<file path="src/rtl/t3ai_pkg.sv">
package t3ai_pkg;

    localparam int unsigned SUB_W = 3;

    typedef enum logic {
        PAT_ALT  = 1'b0,
        PAT_DALT = 1'b1
    } pat_kind_e;

    typedef struct packed {
        logic evt;
        logic one;
        logic [SUB_W-1:0] sub;
    } cvote_t;

    typedef struct packed {
        logic in_field;
        logic last;
    } fstep_t;

    function automatic logic ref_bit(input pat_kind_e kind, input logic [1:0] pos_lsb);
        return (kind == PAT_ALT) ? ~pos_lsb[0] : ~pos_lsb[1];
    endfunction

endpackage

</file>
<file path="src/rtl/t3ai_field_pos.sv">
module t3ai_field_pos
    import t3ai_pkg::*;
#(
    parameter int unsigned FIELD_BITS = 84,
    localparam int unsigned PW = $clog2(FIELD_BITS + 1)
) (
    input  logic          clk,
    input  logic          rst,
    input  logic          restart,
    input  logic          vld,
    input  logic          ovh,
    output logic [PW-1:0] pos,
    output fstep_t        step
);
    localparam logic [PW-1:0] OUT_POS  = PW'(FIELD_BITS);
    localparam logic [PW-1:0] LAST_POS = PW'(FIELD_BITS - 1);

    always_comb begin
        step.in_field = vld && !ovh && (pos != OUT_POS);
        step.last     = step.in_field && (pos == LAST_POS);
    end

    always_ff @(posedge clk) begin
        if (rst || restart) begin
            pos <= OUT_POS;
        end else if (vld && ovh) begin
            pos <= '0;
        end else if (step.in_field) begin
            pos <= pos + 1'b1;
        end
    end
endmodule

</file>
<file path="src/rtl/t3ai_cbit_vote.sv">
module t3ai_cbit_vote
    import t3ai_pkg::*;
#(
    parameter int unsigned C_PER_SUB = 3,
    localparam int unsigned CW  = $clog2(C_PER_SUB + 1),
    localparam int unsigned MAJ = C_PER_SUB / 2 + 1
) (
    input  logic             clk,
    input  logic             rst,
    input  logic             restart,
    input  logic             strobe,
    input  logic             data,
    input  logic [SUB_W-1:0] sub,
    output cvote_t           vote
);
    logic [CW-1:0] seen;
    logic [CW-1:0] ones;
    logic [CW-1:0] ones_nxt;
    logic          group_end;

    always_comb begin
        ones_nxt  = ones + CW'(data);
        group_end = strobe && (seen == CW'(C_PER_SUB - 1));
        vote.evt  = group_end;
        vote.one  = (ones_nxt >= CW'(MAJ));
        vote.sub  = sub;
    end

    always_ff @(posedge clk) begin
        if (rst || restart || group_end) begin
            seen <= '0;
            ones <= '0;
        end else if (strobe) begin
            seen <= seen + 1'b1;
            ones <= ones_nxt;
        end
    end
endmodule

</file>
<file path="src/rtl/t3ai_pattern_det.sv">
module t3ai_pattern_det
    import t3ai_pkg::*;
#(
    parameter pat_kind_e   KIND       = PAT_ALT,
    parameter int unsigned FIELD_BITS = 84,
    parameter int unsigned MM_LIMIT   = 4,
    parameter int unsigned SET_FIELDS = 1024,
    parameter int unsigned CLR_FIELDS = 1024,
    localparam int unsigned PW = $clog2(FIELD_BITS + 1),
    localparam int unsigned MW = $clog2(FIELD_BITS + 1),
    localparam int unsigned SW = $clog2(SET_FIELDS + 1),
    localparam int unsigned KW = $clog2(CLR_FIELDS + 1)
) (
    input  logic          clk,
    input  logic          rst,
    input  logic          restart,
    input  fstep_t        step,
    input  logic [PW-1:0] pos,
    input  logic          data,
    input  logic          c_bad,
    output logic          flag
);
    logic [MW-1:0] mm;
    logic [MW-1:0] mm_tot;
    logic          miss;
    logic          match;
    logic [SW-1:0] set_cnt;
    logic [KW-1:0] clr_cnt;

    always_comb begin
        miss   = (data != ref_bit(KIND, pos[1:0]));
        mm_tot = ((pos == '0) ? '0 : mm) + MW'(miss);
        match  = (mm_tot < MW'(MM_LIMIT));
    end

    always_ff @(posedge clk) begin
        if (rst) begin
            mm <= '0;
        end else if (step.in_field) begin
            mm <= mm_tot;
        end
    end

    always_ff @(posedge clk) begin
        if (rst) begin
            set_cnt <= '0;
            clr_cnt <= '0;
            flag    <= 1'b0;
        end else if (restart) begin
            set_cnt <= '0;
            clr_cnt <= '0;
        end else if (c_bad) begin
            set_cnt <= '0;
        end else if (step.last) begin
            if (match) begin
                clr_cnt <= '0;
                if (set_cnt != SW'(SET_FIELDS)) set_cnt <= set_cnt + 1'b1;
                if (set_cnt == SW'(SET_FIELDS - 1)) flag <= 1'b1;
            end else begin
                set_cnt <= '0;
                if (clr_cnt != KW'(CLR_FIELDS)) clr_cnt <= clr_cnt + 1'b1;
                if (clr_cnt == KW'(CLR_FIELDS - 1)) flag <= 1'b0;
            end
        end
    end
endmodule

</file>
<file path="src/rtl/t3_ais_idle_det.sv">
module t3_ais_idle_det
    import t3ai_pkg::*;
#(
    parameter int unsigned FIELD_BITS = 84,
    parameter int unsigned MM_LIMIT   = 4,
    parameter int unsigned SET_FIELDS = 1024,
    parameter int unsigned CLR_FIELDS = 1024,
    parameter int unsigned C_PER_SUB  = 3,
    parameter int unsigned IDLE_SUB   = 3,
    localparam int unsigned PW = $clog2(FIELD_BITS + 1)
) (
    input  logic       clk,
    input  logic       rst,
    input  logic       bit_vld,
    input  logic       bit_in,
    input  logic       ovh_bit,
    input  logic       cbit_pos,
    input  logic [2:0] sub_idx,
    input  logic       sync_lost,
    output logic       ais_o,
    output logic       idle_o
);
    logic [PW-1:0] pos;
    fstep_t        step;
    cvote_t        vote;
    logic [1:0]    flags;

    t3ai_field_pos #(.FIELD_BITS(FIELD_BITS)) u_pos (
        .clk     (clk),
        .rst     (rst),
        .restart (sync_lost),
        .vld     (bit_vld && !sync_lost),
        .ovh     (ovh_bit),
        .pos     (pos),
        .step    (step)
    );

    t3ai_cbit_vote #(.C_PER_SUB(C_PER_SUB)) u_vote (
        .clk     (clk),
        .rst     (rst),
        .restart (sync_lost),
        .strobe  (bit_vld && ovh_bit && cbit_pos && !sync_lost),
        .data    (bit_in),
        .sub     (sub_idx),
        .vote    (vote)
    );

    for (genvar g = 0; g < 2; g++) begin : g_det
        localparam pat_kind_e KIND = (g == 0) ? PAT_ALT : PAT_DALT;
        logic c_bad;
        if (g == 0) begin : g_all_sub
            assign c_bad = vote.evt && vote.one;
        end else begin : g_one_sub
            assign c_bad = vote.evt && vote.one && (vote.sub == SUB_W'(IDLE_SUB));
        end
        t3ai_pattern_det #(
            .KIND       (KIND),
            .FIELD_BITS (FIELD_BITS),
            .MM_LIMIT   (MM_LIMIT),
            .SET_FIELDS (SET_FIELDS),
            .CLR_FIELDS (CLR_FIELDS)
        ) u_det (
            .clk     (clk),
            .rst     (rst),
            .restart (sync_lost),
            .step    (step),
            .pos     (pos),
            .data    (bit_in),
            .c_bad   (c_bad),
            .flag    (flags[g])
        );
    end

    assign ais_o  = flags[0];
    assign idle_o = flags[1];
endmodule

</file>
<file path="config.mk">
export PLATFORM = sky130hd
export DESIGN_NAME = t3_ais_idle_det
export DESIGN_NICKNAME = d
export VERILOG_FILES = /design/src/rtl/t3ai_pkg.sv /design/src/rtl/t3ai_field_pos.sv /design/src/rtl/t3ai_cbit_vote.sv /design/src/rtl/t3ai_pattern_det.sv /design/src/rtl/t3_ais_idle_det.sv
export SDC_FILE = /design/constraint.sdc
export NUM_CORES = 1
export LEC_CHECK = 0
export ABC_AREA = 0
export BUFFER_PORTS_ARGS = -buffer_cell sky130_fd_sc_hd__buf_2
export CAP_MARGIN = 5
export CORE_ASPECT_RATIO = 0.75
export CORE_UTILIZATION = 64
export CTS_BUF_LIST = sky130_fd_sc_hd__clkbuf_8
export CTS_CLUSTER_SIZE = 40
export DETAILED_ROUTE_END_ITERATION = 8
export PLACE_DENSITY = 0.83
export RECOVER_POWER = 50
export SYNTH_ARGS = -nofsm -noshare
export SYNTH_HDL_FRONTEND = slang
export SYNTH_SLANG_ARGS = --single-unit
</file>
<file path="constraint.sdc">
create_clock -name clk -period 3.2 [get_ports clk]
set_input_delay 0.48 -clock clk [delete_from_list [all_inputs] [get_ports clk]]
set_output_delay 0.48 -clock clk [all_outputs]
set_load 0.005 [all_outputs]
</file>
# ---- Word-level counts from Yosys, hierarchy flattened
# Cells that the tools add are included.
dict set report op_classes {
  n_addsub 9
  order_cmp 3
  eq_ne 18
  mux 18
  bitwise 5
  n_reduce_logical 31
}
# op count
set op_table {}
lappend op_table {{$mux 11} 8}
lappend op_table {{$add 11x1->11 const B} 4}
lappend op_table {{$eq 11x10->1 const B} 4}
lappend op_table {{$ne 11x11->1 const B} 4}
lappend op_table {{$mux 7} 4}
lappend op_table {{$add 7x1->7} 2}
lappend op_table {{$lt 7x3->1 const B} 2}
lappend op_table {{$logic_and 1x1->1} 11}
lappend op_table {{$reduce_and 5->1} 2}
lappend op_table {{$reduce_bool 2->1} 5}
lappend op_table {{$ne 2x2->1 const B} 4}
lappend op_table {{$add 7x1->7 const B} 1}
lappend op_table {{$eq 7x7->1 const B} 1}
lappend op_table {{$logic_not 7->1} 1}
lappend op_table {{$ne 7x7->1 const B} 1}
lappend op_table {{$mux 1} 6}
lappend op_table {{$reduce_and 3->1} 2}
lappend op_table {{$reduce_or 3->1} 2}
lappend op_table {{$not 1->1} 5}
lappend op_table {{$reduce_and 2->1} 2}
lappend op_table {{$reduce_or 2->1} 2}
lappend op_table {{$eq 3x2->1 const B} 1}
lappend op_table {{$add 2x1->2} 1}
lappend op_table {{$add 2x1->2 const B} 1}
lappend op_table {{other kinds (5)} 8}
dict set report totals {
  regBits 71
  in_bits 10
  out_inout_bits 2
  word_cells 96
}

# ---- Longest topological paths before layout
dict set report logic_depth {
  depth_word 8
  ltp_mapped 14
  mapped_depth_nobuf 13
}

# ---- Hierarchy
# Synthesis repeated with hierarchy kept, for this count alone.
dict set report unflattened {
  cells_unflattened 483
  hier_area_um2 4240.3
}
# mod instances cells_each area_each_um2 seq_area_each_um2
set by_module_without_submodules {}
lappend by_module_without_submodules {{t3ai_pattern_det at g_det[1].u_det} 1 196 1764.2 600.6}
lappend by_module_without_submodules {{t3ai_pattern_det at g_det[0].u_det} 1 200 1727.9 600.6}
lappend by_module_without_submodules {t3ai_field_pos 1 53 451.7 140.1}
lappend by_module_without_submodules {t3ai_cbit_vote 1 29 260.2 80.1}
lappend by_module_without_submodules {t3_ais_idle_det 1 5 36.3 0.0}

# ---- Least setup slack after synthesis
# No wires, ideal clock.
dict set report synth_path {
  kind {register to register}
  start {register u_pos.pos[0]}
  end {register g_det[1].u_det.set_cnt[1]}
  setup_ns 0.064
  t_arrival_ns 2.880
  setup_slack_ns 0.255
  path_stages_with_launch 14
  n_path_buf 1
  synth_period_minus_slack_ns 2.945
  cell_sequence {dfxtp_1 -> inv_1 -> ha_1 -> nor4b_1 -> nand2_1 -> and2_1 -> ha_1 -> and4_1 -> and2_1 -> o311ai_0 -> nand2_2 -> a21bo_2 -> buf_2 -> nor2_1}
}
dict set report synth_via {
  elab_chain_cells 6
}
# item line
set synth_lines {}
lappend synth_lines {{start, declared} t3ai_field_pos.sv:12} ;# output logic [PW-1:0] pos,
lappend synth_lines {{start signal, assigned} t3ai_field_pos.sv:29} ;# pos <= pos + 1'b1;
lappend synth_lines {{$logic_not 7->1} t3ai_pattern_det.sv:32} ;# mm_tot = ((pos == '0) ? '0 : mm) + MW'(miss);
lappend synth_lines {{$mux 7} t3ai_pattern_det.sv:32}
lappend synth_lines {{$add 7x1->7} t3ai_pattern_det.sv:32}
lappend synth_lines {{$lt 7x3->1} t3ai_pattern_det.sv:33} ;# match = (mm_tot < MW'(MM_LIMIT));
lappend synth_lines {{$ne 2x2->1 (no line)} --}
lappend synth_lines {{$reduce_and 2->1 (no line)} --}
lappend synth_lines {{end signal, assigned} t3ai_pattern_det.sv:57} ;# if (set_cnt != SW'(SET_FIELDS)) set_cnt <= set_cnt + 1'b1;
lappend synth_lines {{end, declared} t3ai_pattern_det.sv:27} ;# logic [SW-1:0] set_cnt;
# Parallel ways exist; a longest one is shown, timed or not.
# A chain may end at the register's enable or synchronous reset.

# ---- Final worst setup path
dict set report layout_path {
  start {register u_pos.pos[0]}
  end {register g_det[0].u_det.flag}
}
dict set report layout_via {
  elab_chain_cells 6
}
# item line
set layout_lines {}
lappend layout_lines {{$logic_not 7->1 / $not 1->1 (equally long branches)} --}
lappend layout_lines {{$mux 7 / $ne 1x1->1 (equally long branches)} {t3ai_pattern_det.sv:32, t3ai_pattern_det.sv:31}}
lappend layout_lines {{$add 7x1->7} t3ai_pattern_det.sv:32}
lappend layout_lines {{$lt 7x3->1} t3ai_pattern_det.sv:33}
lappend layout_lines {{$ne 2x2->1 (no line) / $reduce_bool 2->1 (equally long branches)} --}
lappend layout_lines {{$reduce_and 5->1 (no line)} --}
lappend layout_lines {{end signal, assigned} t3ai_pattern_det.sv:48} ;# flag <= 1'b0;
lappend layout_lines {{end signal, assigned} t3ai_pattern_det.sv:58} ;# if (set_cnt == SW'(SET_FIELDS - 1)) flag <= 1'b1;
lappend layout_lines {{end signal, assigned} t3ai_pattern_det.sv:62} ;# if (clr_cnt == KW'(CLR_FIELDS - 1)) flag <= 1'b0;
lappend layout_lines {{end, declared} t3ai_pattern_det.sv:21} ;# output logic flag
# Parallel ways exist; a longest one is shown, timed or not.

==> flow_summary.ini <==
[status]
status = complete, no violations

[synthesis]
synth-main-ff-cell = dfxtp_1
syn-cell-area_mm2 = 0.003731
async_reset_ff_share_pct = 0
synth_area_leaders = dfxtp_1, nor2_1, xor2_1, ha_1, nand2_1
syn_nets = 477
synth_top_area_share_pct = 38.10
synth.avg_cell_area_um2 = 8.273
synthCells = 451
seq_area_frac_synth_pct = 38.10
synth_edf_count = 0
yosys.area.top_type = dfxtp_1
synth_cell_type_count = 57
ys.warnings.count = 0
ys_ff_latch = 71

[clock_network]
clock_sinks = 71
cts_tree = done
cts-buffers-inserted = 9
clk_path_buf_depth = 2
clock_latency_ns = 0.34
cts_root_buffer = clkbuf_8
h-tree-depth = 3
clk_pin_slew_ns = 0.08

[grt]
grt_pass1_wl_mm = 13.32
antenna_found_initial = 0
grt_pass1_vias = 2993
grt.overflow.total = 0
grt_use_total_pct = 27.02
grt_max_degree = 19

[timing]
period_share_pct = 93.40
max_freq_ghz = 0.3346
hold_viol_final = 0
rsz0062_at_grt = no
setup-violations-final = 0
max_slew_margin_pct = 58.16
finalSetupTns_ns = 0
fin_crit_ns = 2.989
drv_slew = 0
final.setup_skew_ns = 0.005467
worst_pin_slew_ns = 0.6194

[floorplan]
coreArea_mm2 = 0.005468
placementRows = 23
dieArea_mm2 = 0.006142
die_w_um = 90.17
start_util_pct = 68.24
die_h_um = 68.13
ios = 12

[layout]
seq_area_mm2 = 0.001421
multi_input_area_mm2 = 0.002205
antenna_cells = 0
post-route-cell-area_mm2 = 0.004113
fin_util_pct = 75.22
drive_gt1_share_pct = 10.81
syn_to_final_growth_pct = 10.23
fin_cells = 547
finalNetCount = 493
n_fill_cell = 403

[power]
vdd_drop_max_v = 0.0002203
pwr-share-clk_pct = 44.8
p_sw_share_pct = 21.82
p_seq_share_pct = 52.2
internal_power_w = 0.001327
power_density_mw_per_mm2 = 412.6
combPwrFrac_pct = 3.0
switchingPower_w = 0.0003702
leakage_nw = 1.418

[detailed_routing]
drtIter0Drc = 166
vias_per_cell = 5.936
wire_per_inst_um = 14.33
wl_mm = 7.837
num_vias = 3247
drc_errors = 0
drt-pass1-iter-count = 5
drtAntennaViolNets = 0

[critical_path]
startpoint = u_pos.pos[0]$_SDFFE_PP0P_
cp_top_family = simple AND/OR/NAND/NOR gates
crit_slowest_cell = dfxtp_1
cp-end-kind = register
worstPathMaxFanout = 5
worstPathCellList = inv_1 > ha_1 > nor4b_4 > nand2_1 > and2_1 > ha_1 > nand3_1 > or3_1 > a211oi_2 > a311oi_2 > buf_4 > or3_1 > a21oi_1
cp.required_ns = 3.48
crit_arrival_ns = 3.27
r2r-start = u_pos.pos[0]$_SDFFE_PP0P_
startpoint_type = register
crit_buf_inv = 2
critPathMaxStageDelay_ns = 0.40
critPathKind = reg2reg

[placement]
gp_congestion = 0.8542
dp_hpwl_mm = 5.380
place_area_mm2 = 0.003870
dpl.cell_count = 529
port-buffer-count = 11

[run]
max-cap-violations = 0

[hold_path]
hp-start = g_det[0].u_det.mm[0]$_SDFFE_PP0P_
hold_class = reg2reg
final timing paths:
check / to / slack (ns) / cells past startpoint
setup / recovery: g_det[0].u_det.flag$_SDFFE_PP0P_ / 0.21 / 13
hold / removal: g_det[0].u_det.mm[0]$_SDFFE_PP0P_ / 0.46 / 2
setup reg to reg: g_det[0].u_det.flag$_SDFFE_PP0P_ / 0.21 / 13
hold reg to reg: g_det[0].u_det.mm[0]$_SDFFE_PP0P_ / 0.46 / 2
sequential cells by signal, summed over array words and instances, names as in the netlist:
register             count
g_det.u_det.flag         2
u_vote.ones              2
u_vote.seen              2
g_det.u_det.set_cnt     22
u_pos.pos                7
g_det.u_det.clr_cnt     22
g_det.u_det.mm          14
Yosys cell counts (4+ instances only):
| cell | n |
|---|---|
| dfxtp_1 | 71 |
| nor2_1 | 68 |
| nand2_1 | 41 |
| a21oi_1 | 29 |
| xor2_1 | 29 |
| o21ai_0 | 22 |
| nand3_1 | 20 |
| nand4_1 | 17 |
| ha_1 | 16 |
| inv_1 | 15 |
| xnor2_1 | 13 |
| and3_1 | 10 |
| clkbuf_1 | 9 |
| nor3_1 | 9 |
| and2_1 | 7 |
| nor4_1 | 7 |
| or3_1 | 7 |
| buf_2 | 5 |
| nor4b_1 | 5 |
| and4_1 | 4 |
| nor3b_1 | 4 |
cell usage in the layout (no fill, tap or decap), types with 4 or more instances in the layout:
cell type and n:
nand3_1 21, and2_1 5, xnor2_1 13, buf_2 9
or3_1 7, a21oi_1 29, ha_1 16, nand2_1 41
nor3b_1 4, nor4b_1 4, buf_4 8, and4_1 4
clkbuf_8 12, and3_1 10, inv_1 15, nor4_1 7
nand4_1 17, nor3_1 9, dfxtp_1 71, nor2_1 68
o21ai_0 22, xor2_1 29
what timing repair did:
item | 4_1_cts | 5_1_grt
hold buffers | 0 | 0
setup buffers | 0 | 2
setup endpoints to repair | 0 | 37
gates resized for setup | 0 | 3
metal layers:
layer  share of wire [%]  global-route usage (%)  vias to the layer above  wire (um)
met2                  46                   46.37                       93       3617
met3                 5.3                   6.000                       17        417
met1                  47                   33.54                     1513       3665
met5                   0                       0                        -          0
li1                    -                       -                     1624          -
met4                 1.7                   11.49                        0        136
tightest hold or removal path: stages, from the launching register on:
cell     delay, ns
dfxtp_1       0.31
nand2_1       0.05
a21oi_1       0.06
power groups by stage:
stage	clock network [W]	registers [W]	logic, W
after CTS	0.000775	0.000886	0.0000504
after global placement	0	0.000907	0.0000491
after floorplan	0	0.000906	0.0000318
after global routing	0.000813	0.000886	0.0000552
after detailed placement	0	0.000907	0.0000499
final	0.000760	0.000887	0.0000502
logic make-up after synthesis:
group                      share of synthesized area [%]
xor gates and xnor gates                           9.859
muxes                                             0.5366
buffers and inverters                              3.185
adders and majority gates                          5.365
and+or+nand+nor                                    28.91
AOI/OAI and AO/OA                                  14.05
DFF                                                38.10
layout make-up:
type	count	share of cell area [%]
Clock inverter	4	1.247
Inverter	15	1.369
Clock buffer	12	4.016
Multi-Input combinational cell	350	53.61
Tap cell	75	2.282
Timing Repair Buffer	20	2.921
Sequential cell	71	34.56
through the flow:
step | setup slack [ns] | power (W) | hold WS [ns]
3_5_place_dp | 0.08885 | 0.0009565 | 0.4519
3_3_place_gp | 0.2304 | 0.0009557 | 0.4407
6_report | 0.2112 | 0.001697 | 0.4606
5_1_grt | 0.003586 | 0.001755 | 0.4845
2_1_floorplan | 0.2553 | 0.0009380 | 0.4317
4_1_cts | 0.03250 | 0.001712 | 0.4627
Power figures use the tool's default switching activity.
